===== config.mk =====
export PLATFORM = sky130hd
export DESIGN_NAME = hilo_mac_unit
export DESIGN_NICKNAME = d
export VERILOG_FILES = /design/src/rtl/hilo_mac_pkg.sv /design/src/rtl/hilo_mac_seq.sv /design/src/rtl/hilo_mac_arith.sv /design/src/rtl/hilo_mac_unit.sv
export SDC_FILE = /design/constraint.sdc
export NUM_CORES = 2
export LEC_CHECK = 0
export BUFFER_PORTS_ARGS = -buffer_cell sky130_fd_sc_hd__buf_2
export CORE_UTILIZATION = 50
export CTS_BUF_LIST = sky130_fd_sc_hd__clkbuf_8 sky130_fd_sc_hd__clkbuf_16
export DETAILED_ROUTE_END_ITERATION = 10
export GPL_TIMING_DRIVEN = 1
export PLACE_DENSITY = 0.72
export SLEW_MARGIN = 0
export SYNTH_ARGS = -nofsm -noshare
export SYNTH_HDL_FRONTEND = slang
export SYNTH_HIERARCHICAL = 1
export SYNTH_SLANG_ARGS = --single-unit

===== constraint.sdc =====
create_clock -name clk -period 9.3 [get_ports clk]
set_clock_uncertainty 0.15 [all_clocks]
set_input_delay 0.93 -clock clk [delete_from_list [all_inputs] [get_ports clk]]
set_output_delay 0.93 -clock clk [all_outputs]
set_load 0.05 [all_outputs]

===== src/rtl/hilo_mac_pkg.sv =====
package hilo_mac_pkg;

  typedef enum logic [1:0] {
    ACC_NONE = 2'd0,
    ACC_ADD  = 2'd1,
    ACC_SUB  = 2'd2
  } acc_mode_e;

  typedef struct packed {
    logic      is_signed;
    acc_mode_e acc;
  } op_dec_t;

  // Codes 0..5 are legal; 6 and 7 are dropped.
  function automatic logic op_legal(input logic [2:0] code);
    return code < 3'd6;
  endfunction

  // bit0 selects unsigned, bits [2:1] select plain / add / subtract
  function automatic op_dec_t op_decode(input logic [2:0] code);
    op_dec_t d;
    d.is_signed = ~code[0];
    case (code[2:1])
      2'b01:   d.acc = ACC_ADD;
      2'b10:   d.acc = ACC_SUB;
      default: d.acc = ACC_NONE;
    endcase
    return d;
  endfunction

endpackage


===== src/rtl/hilo_mac_seq.sv =====
module hilo_mac_seq #(
  parameter int LATENCY = 4
) (
  input  logic clk,
  input  logic rst_n,
  input  logic start,
  input  logic op_ok,
  output logic accept,
  output logic first,
  output logic last,
  output logic busy,
  output logic done
);
  localparam int CW = $clog2(LATENCY + 1);
  localparam logic [CW-1:0] LAST_CNT = CW'(LATENCY - 1);

  logic [CW-1:0] cnt_q;
  logic          busy_q;
  logic          done_q;

  assign accept = start && op_ok && !busy_q;
  assign first  = busy_q && (cnt_q == '0);
  assign last   = busy_q && (cnt_q == LAST_CNT);
  assign busy   = busy_q;
  assign done   = done_q;

  always_ff @(posedge clk) begin
    if (!rst_n) begin
      cnt_q  <= '0;
      busy_q <= 1'b0;
      done_q <= 1'b0;
    end else begin
      done_q <= last;
      if (accept) begin
        busy_q <= 1'b1;
        cnt_q  <= '0;
      end else if (busy_q) begin
        cnt_q <= cnt_q + 1'b1;
        if (last) busy_q <= 1'b0;
      end
    end
  end
endmodule


===== src/rtl/hilo_mac_arith.sv =====
module hilo_mac_arith
  import hilo_mac_pkg::*;
#(
  parameter int WIDTH = 32
) (
  input  logic               clk,
  input  logic               rst_n,
  input  logic               capture,
  input  logic               first,
  input  op_dec_t            dec,
  input  logic [WIDTH-1:0]   a,
  input  logic [WIDTH-1:0]   b,
  input  logic [2*WIDTH-1:0] acc_in,
  output logic [2*WIDTH-1:0] result
);
  localparam int XW = WIDTH + 1;
  localparam int PW = 2 * XW;

  logic [XW-1:0]      a_q, b_q;
  op_dec_t            dec_q;
  logic [2*WIDTH-1:0] prod_q;

  logic signed [PW-1:0] a_wide, b_wide, full;

  assign a_wide = {{XW{a_q[XW-1]}}, a_q};
  assign b_wide = {{XW{b_q[XW-1]}}, b_q};
  assign full   = a_wide * b_wide;

  always_ff @(posedge clk) begin
    if (!rst_n) begin
      a_q    <= '0;
      b_q    <= '0;
      dec_q  <= '{is_signed: 1'b0, acc: ACC_NONE};
      prod_q <= '0;
    end else begin
      if (capture) begin
        a_q   <= {dec.is_signed & a[WIDTH-1], a};
        b_q   <= {dec.is_signed & b[WIDTH-1], b};
        dec_q <= dec;
      end
      if (first) prod_q <= full[2*WIDTH-1:0];
    end
  end

  always_comb begin
    case (dec_q.acc)
      ACC_ADD: result = acc_in + prod_q;
      ACC_SUB: result = acc_in - prod_q;
      default: result = prod_q;
    endcase
  end
endmodule


===== src/rtl/hilo_mac_unit.sv =====
module hilo_mac_unit
  import hilo_mac_pkg::*;
#(
  parameter int WIDTH   = 32,
  parameter int LATENCY = 4
) (
  input  logic             clk,
  input  logic             rst_n,
  input  logic             start,
  input  logic [2:0]       op,
  input  logic [WIDTH-1:0] src_a,
  input  logic [WIDTH-1:0] src_b,
  input  logic             hi_wr_en,
  input  logic             lo_wr_en,
  input  logic [WIDTH-1:0] wr_data,
  output logic [WIDTH-1:0] hi,
  output logic [WIDTH-1:0] lo,
  output logic             busy,
  output logic             done
);
  logic               accept, first, last;
  logic [WIDTH-1:0]   hi_q, lo_q;
  logic [2*WIDTH-1:0] result;

  hilo_mac_seq #(.LATENCY(LATENCY)) u_seq (
    .clk(clk), .rst_n(rst_n), .start(start), .op_ok(op_legal(op)),
    .accept(accept), .first(first), .last(last), .busy(busy), .done(done)
  );

  hilo_mac_arith #(.WIDTH(WIDTH)) u_arith (
    .clk(clk), .rst_n(rst_n), .capture(accept), .first(first),
    .dec(op_decode(op)), .a(src_a), .b(src_b),
    .acc_in({hi_q, lo_q}), .result(result)
  );

  always_ff @(posedge clk) begin
    if (!rst_n) begin
      hi_q <= '0;
      lo_q <= '0;
    end else if (last) begin
      {hi_q, lo_q} <= result;
    end else if (!busy) begin
      if (hi_wr_en) hi_q <= wr_data;
      if (lo_wr_en) lo_q <= wr_data;
    end
  end

  assign hi = hi_q;
  assign lo = lo_q;
endmodule


==> results.md <==
- Worst Reg-to-Reg Cells: 23
- Hold Path Class: reg2reg
- Worst Path Max Fanout: 21
- Seq cells post-synth: 201
- Worst Tran Pin Value: 1.26 ns
- Internal power: 3.00 mW
- Leak: 27.4 nW
- Syn_nets: 7401
- Combinational Power Share: 61.9%
- WHS Path Cells: 2
- Clock Latency Late Sink: 0.64 ns
- Post-Synth Simple-Gate Area: 17.5%
- Setup tns final: 0 ns
- Largest family of logic cells by synthesized area: adder cells
- Sequential area share after synthesis: 7.73%
- Synth Cell Area: 52100 sq um
- Clk root buf: clkbuf_16
- Clk pwr share: 19.1%
- Largest net degree at the start of global routing: 131
- Critical path arrival: 9.42 ns
- Reg clk slew, reported paths: 0.07 ns
- Async SR Flop Fraction: 0%
- CTS max path bufs: 3
- H-Tree Depth: 1
- Crit end category: register
- Critical path buffer and inverter count: 5
- Achievable frequency: 111 MHz
- # rows: 118
- Num Clock Sinks: 201
- First-pass GRT wire length: 233000 um
- Run status: completed
- WL final: 147000 um
- IR Drop Worst-Case VDD: 0.177 mV
- Synth cell types: 85
- Final Core Density: 53.2%
- Synth area leaders: fa_1 43%, inv_1 8.3%, dfxtp_1 7.7%, and2_1 6.9%, ha_1 6.7%
- Mux cell area share after synthesis: 2.20%
- Switch Pwr: 2.99 mW
- Placed inst area: 54100 sq um
- Fin crit period: 9.01 ns
- Ports: 170
- Residual DRC: 0
- First-pass iteration count of the detailed router: 6
- RePlAce Congestion: 0.964
- DP HPWL: 121000 um
- Final critical-path share of the clock period: 96.9%
- Starting density of the core: 50.4%
- Power Density: 109 nW/um^2
- Max cap viols: 0
- Delay-heaviest family, CP: adder cells
- Part of the power in registers: 19.0%
- DR WL/cell: 20.2 um
- CP startpoint kind: register
- Critical path type: reg2reg
- Layout Nets: 7357
- Critical path cell sequence: buf_4 -> and2_1 -> fa_1 -> inv_1 -> fa_1 -> inv_1 -> fa_1 -> inv_1 -> fa_1 -> fa_1 -> fa_1 -> fa_1 -> fa_1 -> inv_1 -> ha_1 -> nand3_1 -> nor4_1 -> o211ai_1 -> and4b_1 -> o31ai_1 -> xnor2_1 -> mux2i_1 -> nor2b_1
- Total track usage: 28.2%
- Switching power share of the total: 49.9%
- Post-synthesis xor/xnor area fraction: 3.31%
- Share of the synthesized area in the top cell type: 43.3%
- Critical path's slowest cell: fa_1
- Yosys warning total: 6
- Routed vias/inst: 5.50
- Mapped Cells: 5891
- Post-synth EDFFs: 0
- RSZ-0062 raised after global routing: no
- Cell taking the most area after synthesis: fa_1
- Vias: 39900
- Highest Signal Layer: met4
- IO Port Bufs: 169
- Met3 WL post-DR: 9450 um
- Synth Flop Type: dfxtp_1
- Design area: 55000 sq um
- Share of layout cells above drive strength 1: 6.27%
- Die width: 325 um
- Core Area: 103000 sq um
- CTS tree: yes
- Slew headroom: 16.0%
- Met2 wire length: 72200 um
- Final Setup Violations: 0
- Die H: 325 um
- Final Hold Viols: 0
- Cts bufs inserted: 27
- Fin. max-slew vios: 0
- Final antenna-violating net count: 0
- Commonest non-fill, non-tap cells in the layout: 1158 x inv_1, 1126 x fa_1, 676 x nand2_1, 571 x and2_1, 279 x ha_1
- Synth Area in Adders: 50.0%
- Initial DRC Count: 2773
- Initial antenna violation count: 2
- Setup Fix Bufs, Post-CTS: 0
- Most common cell after layout, fill and taps aside: inv_1
- Min Hold Slack: 0.337 ns
- Worst path max stage delay: 0.90 ns
- Die area: 105000 sq um
- Compound-cell area share of the yosys netlist: 8.17%
- Area Overhead vs Synth: 5.64%
- Syn avg cell area: 8.84 sq um
- Total gr overflow: 0
- Most common cell on crit path: fa_1
- Vias in the first global route: 42000
- Stages on worst setup path: 23
- Required time of the critical path: 9.71 ns
- DRT met1 WL: 58600 um
-- metal layers --
| layer | vias up | GRT usage, % |
|---|---|---|
| li1 | 17800 | - |
| met1 | 20300 | 36.3 |
| met2 | 1452 | 48.3 |
| met3 | 326 | 3.38 |
| met4 | 0 | 11.1 |
| met5 | - | 0 |
-- cells in the mapped netlist, types with 6 or more instances --
| library cell | n |
|---|---|
| inv_1 | 1156 |
| fa_1 | 1126 |
| nand2_1 | 676 |
| and2_1 | 571 |
| clkbuf_1 | 292 |
| ha_1 | 280 |
| dfxtp_1 | 201 |
| o21ai_0 | 179 |
| a21oi_1 | 173 |
| nor2_1 | 156 |
| nor2b_1 | 150 |
| xnor2_1 | 139 |
| mux2i_1 | 110 |
| nor3_1 | 98 |
| a21o_1 | 87 |
| a211oi_1 | 62 |
| xor2_1 | 56 |
| nand3_1 | 39 |
| a31oi_1 | 24 |
| nand2b_1 | 23 |
| nand4_1 | 23 |
| buf_2 | 18 |
| o21ai_1 | 17 |
| o31ai_1 | 17 |
| o21bai_1 | 16 |
| nor4_1 | 14 |
| a211oi_2 | 13 |
| and3_1 | 12 |
| o21a_1 | 12 |
| buf_1 | 11 |
| buf_6 | 11 |
| o211ai_1 | 10 |
| buf_4 | 9 |
| a21boi_0 | 8 |
| o211a_1 | 6 |
| or3_1 | 6 |
-- tightest hold or removal path: cells and delay by family (launching register included) --
| kind | cells | cell delay, ns |
|---|---|---|
| AOI/OAI and AO/OA | 1 | 0.05 |
| DFF | 1 | 0.31 |
| and+or+nand+nor | 1 | 0.08 |
-- cell families (layout without fill, tap and decap cells) --
| group | Yosys count | after routing |
|---|---|---|
| and+or+nand+nor | 1802 | 1802 |
| buffers and inverters | 1499 | 1475 |
| adders and majority gates | 1406 | 1406 |
| AOI/OAI and AO/OA | 673 | 673 |
| DFF | 201 | 201 |
| xor gates and xnor gates | 196 | 196 |
| muxes | 114 | 114 |
| other | 0 | 3 |
-- sequential cells by signal, summed over array words and instances (netlist names) --
register	count
hi	32
lo	32
u_arith/a_q	33
u_arith/b_q	33
u_arith/dec_q	2
u_arith/prod_q	64
u_seq/busy	1
u_seq/cnt_q	3
u_seq/done	1
-- per-stage QoR --
step / setup WS [ns] / instances / total power [mW]
2_1_floorplan: 1.36 / 5891 / 3.80
3_3_place_gp: 0.556 / 7198 / 4.77
3_5_place_dp: 0.436 / 7198 / 4.81
4_1_cts: 0.395 / 7247 / 5.97
5_1_grt: 0.0504 / 7247 / 6.43
6_report: 0.289 / 7250 / 5.99
-- worst paths after layout --
check | endpoint | from | slack, ns
max | u_arith/prod_q[62] | u_arith/b_q[10] | 0.29
min | u_seq/cnt_q[2] | u_seq/cnt_q[2] | 0.34
max reg2reg | u_arith/prod_q[62] | u_arith/b_q[10] | 0.29
min reg2reg | u_seq/cnt_q[2] | u_seq/cnt_q[2] | 0.34
-- power by group through the flow --
stage | Combinational (mW) | Sequential (mW) | Clock, mW
after detailed placement | 3.66 | 1.15 | 0
final | 3.71 | 1.14 | 1.14
after global placement | 3.61 | 1.15 | 0
after floorplan | 2.70 | 1.10 | 0
after CTS | 3.67 | 1.14 | 1.17
after global routing | 4.09 | 1.15 | 1.19
-- layout make-up --
cell class / count / area [sq um]
diodes: 3 / 7.51
clock buffers: 31 / 731
clock inverters: 18 / 199
fillers: 9425 / 48300
inverters: 1157 / 4350
multi-input cells: 4191 / 42300
flip-flops and latches: 201 / 4030
well taps: 1380 / 1730
repair buffers: 269 / 1670
-- repair_timing --
item,CTS,global route
setup endpoints to repair,0,1
gates resized for setup,0,1
hold buffers,0,0
Note: power is estimated with default switching activity, not from simulation.
